**src/rtl/pio_seq_pkg.sv**
```systemverilog
// Package: shared state encoding for the programmed-I/O slave sequencer.
// Assumes: the state numbers 1, 2 and 7 are visible to the checker.
package pio_seq_pkg;
    typedef enum logic [2:0] {
        ST_IDLE  = 3'd0,
        ST_ONE   = 3'd1,
        ST_TWO   = 3'd2,
        ST_SEVEN = 3'd7
    } seq_state_e;
endpackage

```
**src/rtl/pio_sync.sv**
```systemverilog
// Module: multi-stage synchroniser for one asynchronous level.
// Assumes: input is a slow handshake level; reset value is deasserted (0).
module pio_sync #(
    parameter int STAGES = 2
) (
    input  logic clk,
    input  logic rst_n,
    input  logic async_i,
    output logic sync_o
);
    logic [STAGES-1:0] chain_q;

    generate
        if (STAGES == 1) begin : g_single
            // Single flop capture of the level.
            always_ff @(posedge clk) begin
                if (!rst_n) chain_q <= '0;
                else        chain_q <= async_i;
            end
        end else begin : g_chain
            // Shift the level through the flop chain.
            always_ff @(posedge clk) begin
                if (!rst_n) chain_q <= '0;
                else        chain_q <= {chain_q[STAGES-2:0], async_i};
            end
        end
    endgenerate

    assign sync_o = chain_q[STAGES-1];
endmodule

```
**src/rtl/pio_addr_dec.sv**
```systemverilog
// Module: device window decoder for the address phase.
// Assumes: page select active low; window is aligned to 2**IDXW words.
module pio_addr_dec #(
    parameter int          DW   = 16,
    parameter int          IDXW = 4,
    parameter logic [15:0] BASE = 16'hF550
) (
    input  logic [DW-1:0]   dal_i,
    input  logic            page_n,
    output logic            hit_o,
    output logic [IDXW-1:0] idx_o
);
    localparam logic [DW-1:0] BASE_W = DW'(BASE);

    // Compare block bits and qualify with the page select.
    always_comb begin
        hit_o = !page_n && (dal_i[DW-1:IDXW] == BASE_W[DW-1:IDXW]);
        idx_o = dal_i[IDXW-1:0];
    end
endmodule

```
**src/rtl/pio_reply_wdog.sv**
```systemverilog
// Module: reply watchdog; pulses once when pending lasts LIMIT cycles.
// Assumes: pending drops to 0 whenever the sequencer reaches reply or idle.
module pio_reply_wdog #(
    parameter int LIMIT = 50
) (
    input  logic clk,
    input  logic rst_n,
    input  logic pending_i,
    output logic late_o
);
    localparam int CW = $clog2(LIMIT + 1);

    logic [CW-1:0] cnt_q;

    // Count pending cycles, saturate past the limit, pulse on reaching it.
    always_ff @(posedge clk) begin
        if (!rst_n || !pending_i) begin
            cnt_q  <= '0;
            late_o <= 1'b0;
        end else if (cnt_q == CW'(LIMIT - 1)) begin
            cnt_q  <= cnt_q + 1'b1;
            late_o <= 1'b1;
        end else begin
            late_o <= 1'b0;
            if (cnt_q < CW'(LIMIT)) cnt_q <= cnt_q + 1'b1;
        end
    end
endmodule

```
**src/rtl/pio_slave_seq.sv**
```systemverilog
// Module: top of the programmed-I/O slave sequencer (states 1, 2, 7).
// Assumes: host keeps the address word on the bus for at least SYNC_STAGES+1
// cycles after asserting sync, and the data word until the reply.
module pio_slave_seq #(
    parameter int          DW          = 16,
    parameter int          IDXW        = 4,
    parameter logic [15:0] BASE        = 16'hF550,
    parameter int          SYNC_STAGES = 2,
    parameter int          REPLY_LIMIT = 50
) (
    input  logic              clk,
    input  logic              rst_n,
    input  logic [DW-1:0]     bus_dal_i,
    input  logic              bus_page_n,
    input  logic              bus_sync_n,
    input  logic              bus_din_n,
    input  logic              bus_dout_n,
    input  logic [DW-1:0]     file_rd_data,
    output logic [DW-1:0]     bus_dal_o,
    output logic              bus_dal_oe,
    output logic              bus_reply,
    output logic [IDXW:0]     file_addr,
    output logic [DW-1:0]     file_wr_data,
    output logic              file_wr_stb,
    output logic              data_avail,
    output logic              din_flag,
    output logic              dout_flag,
    output logic              bus_active,
    output logic              reply_late
);
    import pio_seq_pkg::*;

    seq_state_e      state_q;
    logic            sync_s, din_s, dout_s, sync_d;
    logic            sync_rise, addr_hit, pending;
    logic [IDXW-1:0] idx_dec, idx_q;
    logic [DW-1:0]   rd_q, wr_q;

    pio_sync #(.STAGES(SYNC_STAGES)) u_sync_sync (
        .clk(clk), .rst_n(rst_n), .async_i(!bus_sync_n), .sync_o(sync_s));
    pio_sync #(.STAGES(SYNC_STAGES)) u_sync_din (
        .clk(clk), .rst_n(rst_n), .async_i(!bus_din_n), .sync_o(din_s));
    pio_sync #(.STAGES(SYNC_STAGES)) u_sync_dout (
        .clk(clk), .rst_n(rst_n), .async_i(!bus_dout_n), .sync_o(dout_s));

    pio_addr_dec #(.DW(DW), .IDXW(IDXW), .BASE(BASE)) u_dec (
        .dal_i(bus_dal_i), .page_n(bus_page_n), .hit_o(addr_hit), .idx_o(idx_dec));

    // Delayed sync for edge detection of the address phase.
    always_ff @(posedge clk) begin
        if (!rst_n) sync_d <= 1'b0;
        else        sync_d <= sync_s;
    end

    assign sync_rise = sync_s && !sync_d;

    // Sequencer: idle -> 1 -> 2 -> 7 -> idle, abort on early sync release.
    always_ff @(posedge clk) begin
        if (!rst_n) begin
            state_q    <= ST_IDLE;
            bus_active <= 1'b0;
            din_flag   <= 1'b0;
            dout_flag  <= 1'b0;
            idx_q      <= '0;
            rd_q       <= '0;
            wr_q       <= '0;
        end else begin
            unique case (state_q)
                ST_IDLE: begin
                    if (sync_rise && addr_hit) begin
                        state_q    <= ST_ONE;
                        bus_active <= 1'b1;
                        idx_q      <= idx_dec;
                    end
                end
                ST_ONE: begin
                    if (!sync_s) begin
                        state_q    <= ST_IDLE;
                        bus_active <= 1'b0;
                    end else if (din_s) begin
                        state_q  <= ST_TWO;
                        din_flag <= 1'b1;
                    end else if (dout_s) begin
                        state_q   <= ST_TWO;
                        dout_flag <= 1'b1;
                        wr_q      <= bus_dal_i;
                    end
                end
                ST_TWO: begin
                    if (!sync_s) begin
                        state_q    <= ST_IDLE;
                        bus_active <= 1'b0;
                        din_flag   <= 1'b0;
                        dout_flag  <= 1'b0;
                    end else begin
                        state_q <= ST_SEVEN;
                        if (din_flag) rd_q <= file_rd_data;
                    end
                end
                ST_SEVEN: begin
                    if (!sync_s) begin
                        state_q    <= ST_IDLE;
                        bus_active <= 1'b0;
                        din_flag   <= 1'b0;
                        dout_flag  <= 1'b0;
                        rd_q       <= '0;
                    end
                end
                default: state_q <= ST_IDLE;
            endcase
        end
    end

    // Decode state into strobes, reply and driver enable.
    always_comb begin
        data_avail   = (state_q == ST_TWO) && din_flag;
        file_wr_stb  = (state_q == ST_TWO) && dout_flag;
        bus_reply    = (state_q == ST_SEVEN);
        bus_dal_oe   = (state_q == ST_SEVEN) && din_flag;
        bus_dal_o    = rd_q;
        file_wr_data = wr_q;
        file_addr    = {bus_active, idx_q};
        pending      = (state_q == ST_ONE) || (state_q == ST_TWO);
    end

    pio_reply_wdog #(.LIMIT(REPLY_LIMIT)) u_wdog (
        .clk(clk), .rst_n(rst_n), .pending_i(pending), .late_o(reply_late));
endmodule

```
**config.mk**
```make
export PLATFORM = sky130hd
export DESIGN_NAME = pio_slave_seq
export DESIGN_NICKNAME = d
export VERILOG_FILES = /design/src/rtl/pio_seq_pkg.sv /design/src/rtl/pio_sync.sv /design/src/rtl/pio_addr_dec.sv /design/src/rtl/pio_reply_wdog.sv /design/src/rtl/pio_slave_seq.sv
export SDC_FILE = /design/constraint.sdc
export NUM_CORES = 1
export LEC_CHECK = 0
export CORE_ASPECT_RATIO = 1.75
export CORE_MARGIN = 4
export CORE_UTILIZATION = 43
export DETAILED_ROUTE_END_ITERATION = 8
export GPL_TIMING_DRIVEN = 0
export PLACE_DENSITY = 0.9
export SYNTH_ARGS = -nofsm -noshare
export SYNTH_HDL_FRONTEND = slang
export SYNTH_SLANG_ARGS = --single-unit
```
**constraint.sdc**
```tcl
create_clock -name clk -period 2.3 [get_ports clk]
set_input_delay 0.46 -clock clk [delete_from_list [all_inputs] [get_ports clk]]
set_output_delay 0.46 -clock clk [all_outputs]
set_load 0.05 [all_outputs]
```
**Word-level counts from Yosys, hierarchy flattened**

Index checks and enable logic that the tools add are counted.

- Flip-flop bits (word level): 56
- Input port bits: 38
- Output and inout bits: 45
- Logic and storage cells: 85

- Add/subtract/negate cells: 1
- Magnitude comparators: 1
- Equality and inequality tests: 16
- Muxes and demuxes: 24
- Bitwise gates (word level): 1
- Reduce and logical (&&, ||, !) cells: 29

Operators by type and width:

| cell | count |
|---|---|
| 2-to-1 mux 16 bit | 3 |
| case mux 16 bit (2 select lines) | 1 |
| 2-to-1 mux 3 bit | 6 |
| equality test 12 bit (second input constant) | 1 |
| 2-to-1 mux 6 bit | 2 |
| != test 2 bit (second input constant) | 6 |
| case mux 3 bit (4 select lines) | 1 |
| AND reduction 4 bit | 3 |
| 2-to-1 mux 1 bit | 8 |
| != test 2 x 1 -> 1 bit (second input constant) | 4 |
| nonzero test 2 bit | 4 |
| logical NOT 1 bit | 7 |
| adder 6 x 1 -> 6 bit (second input constant) | 1 |
| equality test 6 bit (second input constant) | 1 |
| logical AND 1 bit | 6 |
| < comparator 6 bit (second input constant) | 1 |
| case mux 1 bit (2 select lines) | 3 |
| AND reduction 3 bit | 2 |
| AND reduction 5 bit | 1 |
| != test 4 x 2 -> 1 bit (second input constant) | 1 |
| equality test 3 x 1 -> 1 bit (second input constant) | 1 |
| equality test 3 x 2 -> 1 bit (second input constant) | 1 |
| equality test 3 bit (second input constant) | 1 |
| logical NOT 3 bit | 1 |
| other kinds (5) | 6 |

**Logic depth before layout (Yosys ltp)**

Gate-level depths: netlist of run 1.

- Word-level depth: 5
- Gate-level depth with buffers: 7

**Hierarchy**

Synthesis of run 1 repeated with hierarchy kept, for this count alone.

- Cell total of the unflattened synthesis: 214
- Area, all modules: 2289.7 um^2

By module, submodules not included:

| module | instances | cells each | area an instance (um^2) |
|---|---|---|---|
| pio_slave_seq | 1 | 155 | 1724.2 |
| pio_reply_wdog | 1 | 38 | 332.8 |
| pio_sync | 3 | 4 | 52.6 |
| pio_addr_dec | 1 | 9 | 75.1 |

**Worst setup path after synthesis of run 1**

OpenSTA, ideal clock, no wires.

- Kind: input to register
- From: in bus_dal_i[7]
- To: reg bus_active
- Arrival: 2.047 ns
- Data required time: 2.239 ns
- Path slack: 0.192 ns
- Stages on the path: 4
- Path buffers: 0
- Cells stage by stage: or4b_1 > or4_4 > nor4_4 > o221a_1

- Longest elaborated chain between the ends: 5

RTL lines:

| what | RTL line | source |
|---|---|---|
| start: declaration | pio_slave_seq.sv:13 | `input logic [DW-1:0] bus_dal_i,` |
| equality test 12 bit | pio_addr_dec.sv:17 | `hit_o = !page_n && (dal_i[DW-1:IDXW] == BASE_W[DW-1:IDXW]);` |
| logical AND 1 bit | pio_addr_dec.sv:17 |  |
| logical AND 1 bit | pio_slave_seq.sv:70 | `if (sync_rise && addr_hit) begin` |
| != test 2 bit (no source line) | - |  |
| AND reduction 3 bit (no source line) | - |  |
| end signal: assignment | pio_slave_seq.sv:72 | `bus_active <= 1'b1;` |
| end signal: assignment | pio_slave_seq.sv:79 | `bus_active <= 1'b0;` |
| end signal: assignment | pio_slave_seq.sv:92 | `bus_active <= 1'b0;` |
| end: declaration | pio_slave_seq.sv:28 | `output logic bus_active,` |

Every way passes these cells.
A chain may end at the register's enable or synchronous reset.

**Final worst setup path of run 1**

- From: reg state_q[0]
- To: out bus_dal_oe

- Longest elaborated chain between the ends: 2

RTL lines:

| what | RTL line | source |
|---|---|---|
| start: declaration | pio_slave_seq.sv:33 | `seq_state_e state_q;` |
| start signal: assignment | pio_slave_seq.sv:60 | `state_q <= ST_IDLE;` |
| start signal: assignment | pio_slave_seq.sv:71 | `state_q <= ST_ONE;` |
| start signal: assignment | pio_slave_seq.sv:78 | `state_q <= ST_IDLE;` |
| equality test 3 bit | pio_slave_seq.sv:119 | `bus_dal_oe = (state_q == ST_SEVEN) && din_flag;` |
| logical AND 1 bit | pio_slave_seq.sv:119 |  |
| end: declaration | pio_slave_seq.sv:20 | `output logic bus_dal_oe,` |

Every way passes these cells.

==> metrics.txt, run 1 <==
RePlAce Congestion 0.778; xor/xnor cell area share of the yosys netlist 1.22%; post-synthesis adder-cell area fraction 1.17%; post-synthesis cell type count 40; FFs w/ async S/R, synth 0%; Internal 1.28 mW; I/O Buffers 82; final hold viol count 0; final period utilization 96.3%; Seq/Total Area, Yosys 52.2%; DRC violations left 0; complex-gate fraction of the synthesized area 10.7%; Via density 5.22; final setup vio count 0; initial antenna violation count 0; ant diodes 0; ys flop type dfxtp_1; clock latency on the worst-skew pair 0.31 ns; largest family of logic cells by synthesized area simple AND/OR/NAND/NOR gates; routed len/inst 14.0 µm; RSZ-0062 raised after global routing no; number of fill cells 383; EDFF count, synth 0; mux cell area share after synthesis 9.32%; Via Count 1,916; total chip power 1.63 mW; Pwr Density 519 mW/mm²; critical path fanouts, max 10; slew at the pin closest to its max-slew limit 0.558 ns; synthesis-to-layout area growth 46.4%; Gate power share 5.9%; 1st-pass router iterations 4; Worst EP arrival 1.75 ns; CTS tree built; Final Cell Area 0.00314 mm²; Reg2Reg Setup Slack 0.24 ns; peak supply drop 436 µV; share of post-route cells with drive strength above 1 5.71%; Sink Count 56; status completed; largest net degree at the start of global routing 18; clock share of power 34.3%; CTS Root Buffer Type clkbuf_8; #FFs+latches synth 56; FP Rows 33; wirelength, routed 5150 µm; number of synthesis warnings 0; final setup TNS 0 ns; CP endpoint kind output pin; Syn Area/Cell 9.59 µm²; number of H-tree levels 2; DIE WIDTH 61.4 µm; number of max-slew violations in the final report 0; pre-CTS setup slack -0.389 ns; starting density of the core 45.2%; core area 0.00475 mm²; Clock Pin Slew Worst Setup and Hold Paths 0.10 ns; LEAKAGE 1.29 nW; crit-path max cell delay 0.52 ns; num ports 83; share of power burned in registers 59.8%; CP Launch Type register; Sw Ratio 21.4%; worst setup margin 0.0861 ns; slowest stage cell on the critical path dlygate4sd2_1; Crit path required time 1.84 ns; chip height 101 µm; Setup CP Type register to output pin; gr ovfl total 0; Total GRT Usage 17.3%; number of global-route vias before repair 1,909; placed wire-length estimate 4090 µm; Max Cap Viol 0; ANT nets after route 0; Hold Path Class register to register; Worst Clk Skew 0.0112 ns; Switch Pwr 0.349 mW; full die area 0.00623 mm²; Max clock buf depth 2; Post-Route Utilization 66.2%; Cell Area, Placed 0.00303 mm²; Syn Inst Count 224; CTS buffer count 5; global-route wire length before repair 8160 µm; simple-gate share of the synthesized area 21.2%; fmax 452 MHz; Iteration-0 DRC Markers 71; Final Net Count 354; crit-path cells buf_2 > and3_1 > and2_1 > dlygate4sd2_1; Slew HR 62.7%; Final min period 2.21 ns; Post-Syn Area 0.00215 mm²; CTS Hold Bufs 0; syn nets 264
## cells in the mapped netlist, drive strengths merged, types with 2 or more instances
cell / n / area share [%]
mux2i: 20 / 9.3
a21oi: 5 / 1.2
nor2: 43 / 7.5
nand3b: 2 / 0.70
and3: 4 / 1.2
buf: 6 / 1.6
inv: 5 / 0.87
dfxtp: 56 / 52
ha: 2 / 1.2
clkbuf: 10 / 1.7
nand4b: 3 / 1.2
nand3: 3 / 0.70
a31oi: 2 / 0.58
and2: 6 / 1.7
nand2: 12 / 2.1
o21ai: 6 / 1.4
xnor2: 2 / 0.82
nor2b: 2 / 0.58
nor3b: 2 / 0.70
nor3: 2 / 0.47
a22oi: 16 / 5.6
## path summary, 6_finish.rpt
| kind | depth (start not counted) | from | endpoint |
|---|---|---|---|
| setup / recovery | 4 | state_q[0] | bus_dal_oe |
| hold reg to reg | 1 | u_sync_din.chain_q[0] | u_sync_din.chain_q[1] |
| setup reg to reg | 7 | state_q[0] | file_wr_data[12] |
| hold / removal | 1 | u_sync_din.chain_q[0] | u_sync_din.chain_q[1] |
## critical path: cells and delay by family (launching register included)
kind	cells	cell delay, ns
buffers and inverters	2	0.73
DFF	1	0.34
and+or+nand+nor	2	0.37
## per-stage QoR
| step | std cells | hold WS, ns |
|---|---|---|
| 3_5_place_dp | 358 | 0.419 |
| 5_1_grt | 367 | 0.461 |
| 4_1_cts | 367 | 0.442 |
| 6_report | 367 | 0.440 |
| 2_1_floorplan | 224 | 0.412 |
| 3_3_place_gp | 358 | 0.420 |
## cell families (layout without fill, tap and decap cells)
logic type                 Yosys count  in the layout
muxes                               20             20
AOI/OAI and AO/OA                   34             34
xor gates and xnor gates             3              3
DFF                                 56             56
and+or+nand+nor                     88             88
buffers and inverters               21            112
adders and majority gates            2              2
## metal layers
metal / global-route usage [%] / wire length [µm]
met4: 8.99 / 174
met1: 17.1 / 1890
met3: 5.23 / 298
met2: 31.0 / 2790
met5: 0 / 0
## cell type report
| class | instances | area, µm² | area share [%] |
|---|---|---|---|
| well taps | 52 | 65.1 | 2.07 |
| repair buffers | 83 | 831 | 26.4 |
| multi-input cells | 147 | 940 | 29.9 |
| plain buffers | 16 | 71.3 | 2.27 |
| flip-flops and latches | 56 | 1120 | 35.7 |
| clock buffers | 6 | 82.6 | 2.63 |
| inverters | 5 | 18.8 | 0.597 |
| clock inverters | 2 | 13.8 | 0.438 |
## sequential cells by signal, indices dropped and copies added (netlist names)
name,cells
state_q,3
u_sync_din.chain_q,2
u_wdog.cnt_q,6
file_wr_data,16
u_sync_sync.chain_q,2
u_sync_dout.chain_q,2
bus_active,1
u_wdog.late_o,1
din_flag,1
dout_flag,1
bus_dal_o,16
idx_q,4
sync_d,1
## repair_timing
action,4_1_cts,5_1_grt
pin swaps,3,3
cloned,0,0
setup endpoints to repair,9,5
buffers inserted,1,0
endpoints found under the hold margin,0,0
resized for setup,4,4
## cell usage in the layout (no fill, tap or decap), types with 2 or more instances in the layout
cell,count
xnor2_1,2
nor3b_1,2
dlygate4sd2_1,4
inv_1,5
mux2i_1,20
nor3_1,2
and2_1,5
nand3b_1,2
nand4b_1,3
nand3_1,3
nand2_1,12
buf_4,3
dfxtp_1,56
nor2_1,43
a22oi_1,16
clkbuf_1,10
nor2b_1,2
clkdlybuf4s50_1,75
o21ai_0,5
a31oi_1,2
and3_1,4
dlymetal6s2s_1,3
ha_1,2
a21oi_1,5
buf_2,3
clkbuf_8,6
## power by group through the flow
stage	Clock (mW)	Sequential, mW	Combinational [mW]
6_report	0.561	0.976	0.0958
5_1_grt	0.612	0.977	0.104
4_1_cts	0.574	0.976	0.0969
3_5_place_dp	0	0.999	0.0964
3_3_place_gp	0	0.999	0.0958
2_1_floorplan	0	0.998	0.0210
Note: power is estimated with default switching activity, not from simulation.
==> inputs of run 2 (changes only) <==
--- a/config.mk
+++ b/config.mk
@@ -5,6 +5,7 @@
 export SDC_FILE = /design/constraint.sdc
 export NUM_CORES = 1
 export LEC_CHECK = 0
+export ABC_CLOCK_PERIOD_IN_PS = 2300
 export CORE_ASPECT_RATIO = 1.75
 export CORE_MARGIN = 4
 export CORE_UTILIZATION = 43
==> results of run 2 <==
Same layout as run 1: the final DEF is identical, and so are final timing and power.
